[src/rtl/adc_seq_pkg.sv]
// Shared types for the ADC conversion sequencer.
// Assumes: nothing beyond the standard language.
package adc_seq_pkg;
    // What the converter is doing for the sequencer right now
    typedef enum logic [1:0] {
        ACT_IDLE = 2'd0,
        ACT_STD  = 2'd1,
        ACT_INJ  = 2'd2
    } act_e;

    // Bit positions inside the mode select
    localparam int MODE_SCAN_BIT = 0;
    localparam int MODE_CONT_BIT = 1;
endpackage

[src/rtl/adc_sticky_flag.sv]
// Sticky interrupt/request flag: a set pulse raises it, a clear pulse
// lowers it, and a set wins when both arrive in the same cycle.
// Assumes: set_i and clr_i are synchronous to clk.
module adc_sticky_flag (
    input  logic clk,
    input  logic rst_n,
    input  logic set_i,
    input  logic clr_i,
    output logic flag_o
);
    logic flag_q;

    // Flag register with set priority
    always_ff @(posedge clk) begin
        if (!rst_n) begin
            flag_q <= 1'b0;
        end else if (set_i) begin
            flag_q <= 1'b1;
        end else if (clr_i) begin
            flag_q <= 1'b0;
        end
    end

    assign flag_o = flag_q;
endmodule

[src/rtl/adc_std_seq.sv]
// Standard conversion sequencer: holds the run state, the latched mode
// and the channel to convert next. It steps the channel down on each
// finished standard conversion and restarts or stops at the end of a pass.
// Assumes: fin_i pulses once per finished standard conversion and only
// while run_o is 1.
module adc_std_seq
    import adc_seq_pkg::*;
#(
    parameter int CH_W = 4
) (
    input  logic            clk,
    input  logic            rst_n,
    input  logic            start_set,
    input  logic            start_clr,
    input  logic [1:0]      mode_sel,
    input  logic [CH_W-1:0] chan_sel,
    input  logic            fin_i,
    output logic            run_o,
    output logic [CH_W-1:0] chan_o
);
    logic            run_q;
    logic            stop_q;
    logic            scan_q;
    logic            cont_q;
    logic [CH_W-1:0] top_q;
    logic [CH_W-1:0] cur_q;
    logic            pass_end;
    logic            restart;
    logic            seq_done;
    logic            accept;

    // End-of-pass decode and start acceptance
    always_comb begin
        pass_end = !scan_q || (cur_q == '0);
        restart  = cont_q && !stop_q && !start_clr;
        seq_done = fin_i && pass_end && !restart;
        accept   = start_set && (!run_q || seq_done);
    end

    // Run, stop, mode and channel registers
    always_ff @(posedge clk) begin
        if (!rst_n) begin
            run_q  <= 1'b0;
            stop_q <= 1'b0;
            scan_q <= 1'b0;
            cont_q <= 1'b0;
            top_q  <= '0;
            cur_q  <= '0;
        end else begin
            if (fin_i) begin
                if (!pass_end) begin
                    cur_q <= cur_q - CH_W'(1);
                end else if (restart) begin
                    cur_q <= top_q;
                end else begin
                    run_q <= 1'b0;
                end
            end
            if (start_clr) begin
                stop_q <= 1'b1;
            end
            if (accept) begin
                run_q  <= 1'b1;
                stop_q <= 1'b0;
                scan_q <= mode_sel[MODE_SCAN_BIT];
                cont_q <= mode_sel[MODE_CONT_BIT];
                top_q  <= chan_sel;
                cur_q  <= chan_sel;
            end
        end
    end

    assign run_o  = run_q;
    assign chan_o = cur_q;
endmodule

[src/rtl/adc_inj_ctl.sv]
// Injection control: an internal pending latch that drives the sequencing,
// the software-visible request flag (clearing it does not touch the latch),
// and the dedicated injected result register.
// Assumes: issue_i is high only while pend_o is high; fin_i pulses once per
// finished injected conversion.
module adc_inj_ctl #(
    parameter int CH_W  = 4,
    parameter int RES_W = 10
) (
    input  logic             clk,
    input  logic             rst_n,
    input  logic             inj_req,
    input  logic [CH_W-1:0]  inj_chan,
    input  logic             issue_i,
    input  logic             fin_i,
    input  logic [RES_W-1:0] conv_result,
    input  logic             clr_flag,
    output logic             pend_o,
    output logic [CH_W-1:0]  chan_o,
    output logic             flag_o,
    output logic [RES_W-1:0] result_o
);
    logic             pend_q;
    logic [CH_W-1:0]  chan_q;
    logic [RES_W-1:0] result_q;

    // Pending latch and its channel; a new request wins over the issue
    always_ff @(posedge clk) begin
        if (!rst_n) begin
            pend_q <= 1'b0;
            chan_q <= '0;
        end else if (inj_req) begin
            pend_q <= 1'b1;
            chan_q <= inj_chan;
        end else if (issue_i) begin
            pend_q <= 1'b0;
        end
    end

    // Injected result register
    always_ff @(posedge clk) begin
        if (!rst_n) begin
            result_q <= '0;
        end else if (fin_i) begin
            result_q <= conv_result;
        end
    end

    // Visible request flag, dropped by software or by completion
    adc_sticky_flag u_vis_flag (
        .clk    (clk),
        .rst_n  (rst_n),
        .set_i  (inj_req),
        .clr_i  (clr_flag | fin_i),
        .flag_o (flag_o)
    );

    assign pend_o   = pend_q;
    assign chan_o   = chan_q;
    assign result_o = result_q;
endmodule

[src/rtl/adc_seq_ctrl.sv]
// ADC conversion sequencer top: arbitrates the converter between injected
// and standard work (injection first), runs the handshake, holds the
// standard result and the interrupt flags.
// Assumes: the converter answers each conv_start with exactly one
// conv_done, at least one cycle later, and never pulses conv_done while idle.
module adc_seq_ctrl
    import adc_seq_pkg::*;
#(
    parameter  int NUM_CH = 16,
    parameter  int RES_W  = 10,
    localparam int CH_W   = (NUM_CH > 1) ? $clog2(NUM_CH) : 1
) (
    input  logic             clk,
    input  logic             rst_n,
    input  logic             start_set,
    input  logic             start_clr,
    input  logic [1:0]       mode_sel,
    input  logic [CH_W-1:0]  chan_sel,
    input  logic             inj_req,
    input  logic [CH_W-1:0]  inj_chan,
    input  logic             clr_eoc,
    input  logic             clr_eoi,
    input  logic             clr_ccir,
    input  logic             clr_injreq,
    input  logic             conv_done,
    input  logic [RES_W-1:0] conv_result,
    output logic             conv_start,
    output logic [CH_W-1:0]  conv_chan,
    output logic [RES_W-1:0] std_result,
    output logic [RES_W-1:0] inj_result,
    output logic             std_busy,
    output logic             inj_flag,
    output logic             eoc_irq,
    output logic             eoi_irq,
    output logic             cc_irq
);
    localparam int NFLAG   = 3;
    localparam int F_EOC   = 0;
    localparam int F_EOI   = 1;
    localparam int F_CC    = 2;

    act_e             act_q;
    logic             std_run;
    logic [CH_W-1:0]  std_chan;
    logic             inj_pend;
    logic [CH_W-1:0]  inj_ch;
    logic             conv_idle;
    logic             issue_inj;
    logic             issue_std;
    logic             std_fin;
    logic             inj_fin;
    logic [RES_W-1:0] std_res_q;
    logic [NFLAG-1:0] fl_set;
    logic [NFLAG-1:0] fl_clr;
    logic [NFLAG-1:0] fl_q;

    // Arbitration: injection before standard when the converter is free
    always_comb begin
        conv_idle = (act_q == ACT_IDLE);
        issue_inj = conv_idle && inj_pend;
        issue_std = conv_idle && !inj_pend && std_run;
        std_fin   = conv_done && (act_q == ACT_STD);
        inj_fin   = conv_done && (act_q == ACT_INJ);
    end

    // Converter ownership state
    always_ff @(posedge clk) begin
        if (!rst_n) begin
            act_q <= ACT_IDLE;
        end else if (issue_inj) begin
            act_q <= ACT_INJ;
        end else if (issue_std) begin
            act_q <= ACT_STD;
        end else if (conv_done && !conv_idle) begin
            act_q <= ACT_IDLE;
        end
    end

    // Standard result register
    always_ff @(posedge clk) begin
        if (!rst_n) begin
            std_res_q <= '0;
        end else if (std_fin) begin
            std_res_q <= conv_result;
        end
    end

    adc_std_seq #(
        .CH_W (CH_W)
    ) u_std (
        .clk       (clk),
        .rst_n     (rst_n),
        .start_set (start_set),
        .start_clr (start_clr),
        .mode_sel  (mode_sel),
        .chan_sel  (chan_sel),
        .fin_i     (std_fin),
        .run_o     (std_run),
        .chan_o    (std_chan)
    );

    adc_inj_ctl #(
        .CH_W  (CH_W),
        .RES_W (RES_W)
    ) u_inj (
        .clk         (clk),
        .rst_n       (rst_n),
        .inj_req     (inj_req),
        .inj_chan    (inj_chan),
        .issue_i     (issue_inj),
        .fin_i       (inj_fin),
        .conv_result (conv_result),
        .clr_flag    (clr_injreq),
        .pend_o      (inj_pend),
        .chan_o      (inj_ch),
        .flag_o      (inj_flag),
        .result_o    (inj_result)
    );

    // Interrupt flag bank: set and clear sources per flag
    always_comb begin
        fl_set        = '0;
        fl_clr        = '0;
        fl_set[F_EOC] = std_fin;
        fl_clr[F_EOC] = clr_eoc;
        fl_set[F_EOI] = inj_fin;
        fl_clr[F_EOI] = clr_eoi;
        fl_set[F_CC]  = inj_req;
        fl_clr[F_CC]  = clr_ccir;
    end

    for (genvar gi = 0; gi < NFLAG; gi++) begin : g_flag
        adc_sticky_flag u_flag (
            .clk    (clk),
            .rst_n  (rst_n),
            .set_i  (fl_set[gi]),
            .clr_i  (fl_clr[gi]),
            .flag_o (fl_q[gi])
        );
    end

    assign conv_start = issue_inj | issue_std;
    assign conv_chan  = inj_pend ? inj_ch : std_chan;
    assign std_result = std_res_q;
    assign std_busy   = std_run;
    assign eoc_irq    = fl_q[F_EOC];
    assign eoi_irq    = fl_q[F_EOI];
    assign cc_irq     = fl_q[F_CC];
endmodule

[config.mk]
export PLATFORM = sky130hd
export DESIGN_NAME = adc_seq_ctrl
export DESIGN_NICKNAME = d
export VERILOG_FILES = /design/src/rtl/adc_seq_pkg.sv /design/src/rtl/adc_sticky_flag.sv /design/src/rtl/adc_std_seq.sv /design/src/rtl/adc_inj_ctl.sv /design/src/rtl/adc_seq_ctrl.sv
export SDC_FILE = /design/constraint.sdc
export NUM_CORES = 1
export LEC_CHECK = 0
export BUFFER_PORTS_ARGS = -buffer_cell sky130_fd_sc_hd__buf_2
export CORE_UTILIZATION = 40
export CTS_CLUSTER_DIAMETER = 100
export DETAILED_ROUTE_END_ITERATION = 8
export PLACE_DENSITY = 0.65
export SYNTH_ARGS = -nofsm -noshare
export SYNTH_HDL_FRONTEND = slang
export SYNTH_SLANG_ARGS = --single-unit
[constraint.sdc]
create_clock -name clk -period 2.5 [get_ports clk]
set_clock_uncertainty 0.1 [all_clocks]
set_input_delay 0.125 -clock clk [delete_from_list [all_inputs] [get_ports clk]]
set_output_delay 0.125 -clock clk [all_outputs]
set_load 0.01 [all_outputs]
# Word level (Yosys, flattened, before mapping)
# Cells that the tools add are included.
# word_totals
reg_bits	43
# op_classes
bitwise_logic	3
n_addsub	1
muxes	22
n_reduce_logical	35
n_eq_ne	4
# ops
operator	count
4-bit two-way mux	5
2-bit nonzero test	8
1-bit two-way mux	14
1-bit logical AND	11
1-bit zero test	7
2-bit two-way mux	3
4-bit zero test	1
2-bit OR reduction	2
4-bit by 1-bit subtractor with 4-bit output, second input constant	1
3-bit inequality test, second input constant	1
3-bit AND reduction	1
3-bit nonzero test	1
2-bit by 1-bit == test with 1-bit output, second input constant	1
2-bit == test, second input constant	1
2-bit zero test	1
1-bit logical OR	2
2-bit inequality test, second input constant	1
1-bit OR	2
2-bit AND reduction	1
1-bit inverter	1

# Depth between registers and ports, before layout
# depth
depth_word	9
ltp_mapped	8

# By module
# Synthesis repeated with hierarchy kept, for this count alone.
# hier_totals
hier_cells	192
hier_area_um2	2000.7
# by_module_without_submodules
mod	seq_area_each_um2	area_each_um2	cells_per_inst	instances
adc_std_seq	240.2	713.2	71	1
adc_inj_ctl	300.3	568.0	49	1
adc_seq_ctrl	240.2	554.3	60	1
adc_sticky_flag	20.0	41.3	3	4

# Worst setup path before layout
# Ideal clock, no wire load.
# synth_timing
path_type	reg-to-reg
startpoint	reg u_std.cur_q[0], in the netlist u_std.chan_o[0]
endpoint	reg u_std.cur_q[2], in the netlist u_std.chan_o[2]
synth_period_minus_slack_ps	1911
setup_time_ps	132
required_time_ps	2268
path_slack_ps	589
n_path_buf	1
path_stages_with_launch	9
t_arrival_ps	1679
path_cell_list	dfxtp_1 -> inv_1 -> ha_1 -> or3b_4 -> a211oi_2 -> o21ai_2 -> buf_6 -> mux2i_1 -> a21oi_1
# synth_via
elab_chain_len	8
elab_cells_between_ends	13
cone_classes	add/sub: 1; eq/ne: 1; mux: 3; reduce/logical: 8
# synth_rtl
element	line	text
start: declaration	adc_std_seq.sv:26	logic [CH_W-1:0] cur_q;
start signal: assignment	adc_std_seq.sv:52	cur_q <= cur_q - CH_W'(1);
start signal: assignment	adc_std_seq.sv:54	cur_q <= top_q;
start signal: assignment	adc_std_seq.sv:68	cur_q <= chan_sel;
branches (longest 8 deep; another with 4-bit by 1-bit subtractor with 4-bit output)	-	
# Several ways; the timed one is not identified. The select of a mux whose other input is x is not followed.
# A chain may end at the register's enable or synchronous reset.

# Worst setup path after layout
# layout_timing
startpoint	reg u_std.cur_q[0], in the netlist u_std.chan_o[0]
endpoint	reg u_std.cur_q[1], in the netlist u_std.chan_o[1]
# The elaborated chain is that of the path after synthesis.

==> impl_metrics.toml <==
[drt]
firstDrtPassIters = 4
vias = 1548
first_iter_violations = 70
ant_nets = 0
viasPerCell = 4.763
wl_mm = 3.855
post_drt_wl_per_cell_um = 11.86
drc_errors = 0

[grt]
first_global_vias = 1496
overflow = 0
antenna_found_initial = 0
grt_usage_pct = 16.73
grt_pass1_wl_mm = 6.610
grt_max_degree = 44

[synthesis]
yosysUniqueCellTypes = 34
synthMuxAreaShare_pct = 13.58
synth.most_common_cell = "dfxtp_1"
synthTopCellsByArea = "dfxtp_1 (46%), mux2i_1 (12%), nor2b_1 (8.0%)"
syn-num-nets = 228
yosys.area_share.simple_pct = 19.80
synth_top_family_by_area = "simple AND/OR/NAND/NOR gates"
synthCells = 197
yosys.area.top_type = "dfxtp_1"
synth_edf_count = 0
yosysWarnings = 0
yosysSeqAreaShare_pct = 46.02
synth_compound_area_share_pct = 14.11
netlist_area_sq_um = 1871
synth_area_per_cell_sq_um = 9.495
synthFlopType = "dfxtp_1"
synth_commonest_cells = "dfxtp_1 (43), nand2_1 (27), nor2b_1 (24)"
synthArstFlopShare_pct = 0
synthAdderAreaFrac_pct = 0.6689
yosysTopAreaCellShare_pct = 46.02
synth_xor_area_share_pct = 0.9365
synth-seq-cells = 43

[die]
num_rows = 24
io_pins = 60
chipHeight_um = 70.39
coreArea_sq_um = 4414
start_util_pct = 42.38
die_x_um = 70.39
die_area_sq_um = 4954

[cts]
cts_buffer_depth = 2
post_cts_buffers = 0
cts_resized = 0
clkLatencyLatePin_ps = 290
clkTransAtPathRegs_ps = 80
cts-buffers-inserted = 5
holdBufCountCts = 19
root_buffer = "clkbuf_8"
cts_tree = "built"
h-tree-depth = 2
cts.sinks = 43

[worst_setup_path]
cp_max_fo = 13
critPathArrivalTime_ps = 2120
critPathBufInv = 2
crit_family = "compound AO/OA/AOI/OAI gates"
required_ps = 2590
ff2ff_setup_slack_ps = 470
timing.rr.start = "u_std.chan_o[0]"
cp_cell_sequence = "inv_1 > ha_1 > or3b_4 > a211oi_2 > o21ai_2 > buf_4 > a211oi_1"
path_class = "register to register"
cp-start-kind = "register"
cpMaxStageDelayCell = "or3b_4"
max_stage_delay_ps = 420
cp-startpoint = "u_std.chan_o[0]"
end_kind = "register"

[sta]
max_slew_margin_pct = 50.38
hold_slack_ps = 4.206
fin_crit_sh_pct = 81.34
worst_slew_pin_slew_ps = 741.5
grt_setup_unrepaired = "no"
hold_viol_final = 0
fin_crit_ps = 2033
setup_tns_ps = 0
max_freq_mhz = 491.8
drv_slew = 0
setup_viol = 0

[finish]
final_layout_size_suffix_gt1_share_pct = 28.21
layout.nets = 303
antenna_cells = 0
fill_cells = 411
area_growth_pct = 32.64

[outcome]
status = "completed"

[worst_hold_path]
hp-start = "start_set"
hp-class = "primary input to register"

[power_and_ir_drop]
p_leak_nw = 1.167
peakVddDrop_uv = 339.0
power_per_cell_area_nw_per_um2 = 609.1

[placement]
dpl.hpwl_mm = 2.634
gp_congestion = 0.8298
port-buffer-count = 59

[job]
cap_violations = 0
cells by family (layout without fill, tap and decap cells):
kind of cell               count (synthesis)  after routing
and+or+nand+nor                           71             71
DFF                                       43             43
AOI/OAI and AO/OA                         38             38
muxes                                     25             25
buffers and inverters                     17             93
xor gates and xnor gates                   2              2
adders and majority gates                  1              1
metrics by stage:
stage | area (sq um) | setup WS (ps) | utilization (%) | total power [mW] | cells
after CTS | 2481 | 458.0 | 56.21 | 1.529 | 325
after floorplan | 1871 | 588.6 | - | 0.8875 | 197
final | 2481 | 466.5 | 56.21 | 1.511 | 325
after global routing | 2481 | 333.3 | 56.21 | 1.577 | 325
after detailed placement | 2173 | 487.2 | 49.23 | 0.9517 | 298
after global placement | 2173 | 509.0 | 49.23 | 0.9509 | 298
final timing paths:
path | end | depth (start not counted)
max | u_std.chan_o[1] | 7
min | u_std.run_o | 2
max reg2reg | u_std.chan_o[1] | 7
min reg2reg | std_result[7] | 2
area by class of cell:
| cell class | count | area [sq um] | share of cell area [%] |
|---|---|---|---|
| Timing Repair Buffer | 80 | 500.5 | 20.17 |
| Tap cell | 52 | 65.06 | 2.622 |
| Multi-Input combinational cell | 137 | 918.4 | 37.01 |
| Clock buffer | 6 | 82.58 | 3.328 |
| Clock inverter | 2 | 35.03 | 1.412 |
| Inverter | 5 | 18.77 | 0.7564 |
| Sequential cell | 43 | 860.8 | 34.69 |
flip-flops by register name, summed over array words and instances, names as in the netlist, 2 cells and up:
name	flops
act_q	2
u_std.top_q	4
u_inj.result_o	10
g_flag.u_flag.flag_o	3
std_result	10
u_std.chan_o	4
u_inj.chan_o	4
routing by layer:
metal	up-vias	share of wire [%]	global-route usage (%)
met5	-	0	0
met4	0	1.6	6.000
met3	7	6.0	5.339
met2	40	44	25.82
met1	694	49	21.79
li1	807	-	-
cells in the final DEF (no fill, tap or decap), drive strengths merged, types with 5 or more instances in the layout:
cell,netlist,routed
o21ai,8,8
buf,5,61
inv,5,5
o21a,6,6
dlygate4sd3,0,19
a21oi,5,5
nand2,27,27
clkbuf,7,6
dfxtp,43,43
a21boi,12,12
nor2,7,7
mux2i,22,22
nor2b,24,24
power by group:
group | switching [mW] | internal, mW
logic | 0.0961 | 0.116
clock network | 0.232 | 0.323
registers | 0.0275 | 0.717
total | 0.355 | 1.16
Note: power is estimated with default switching activity, not from simulation.
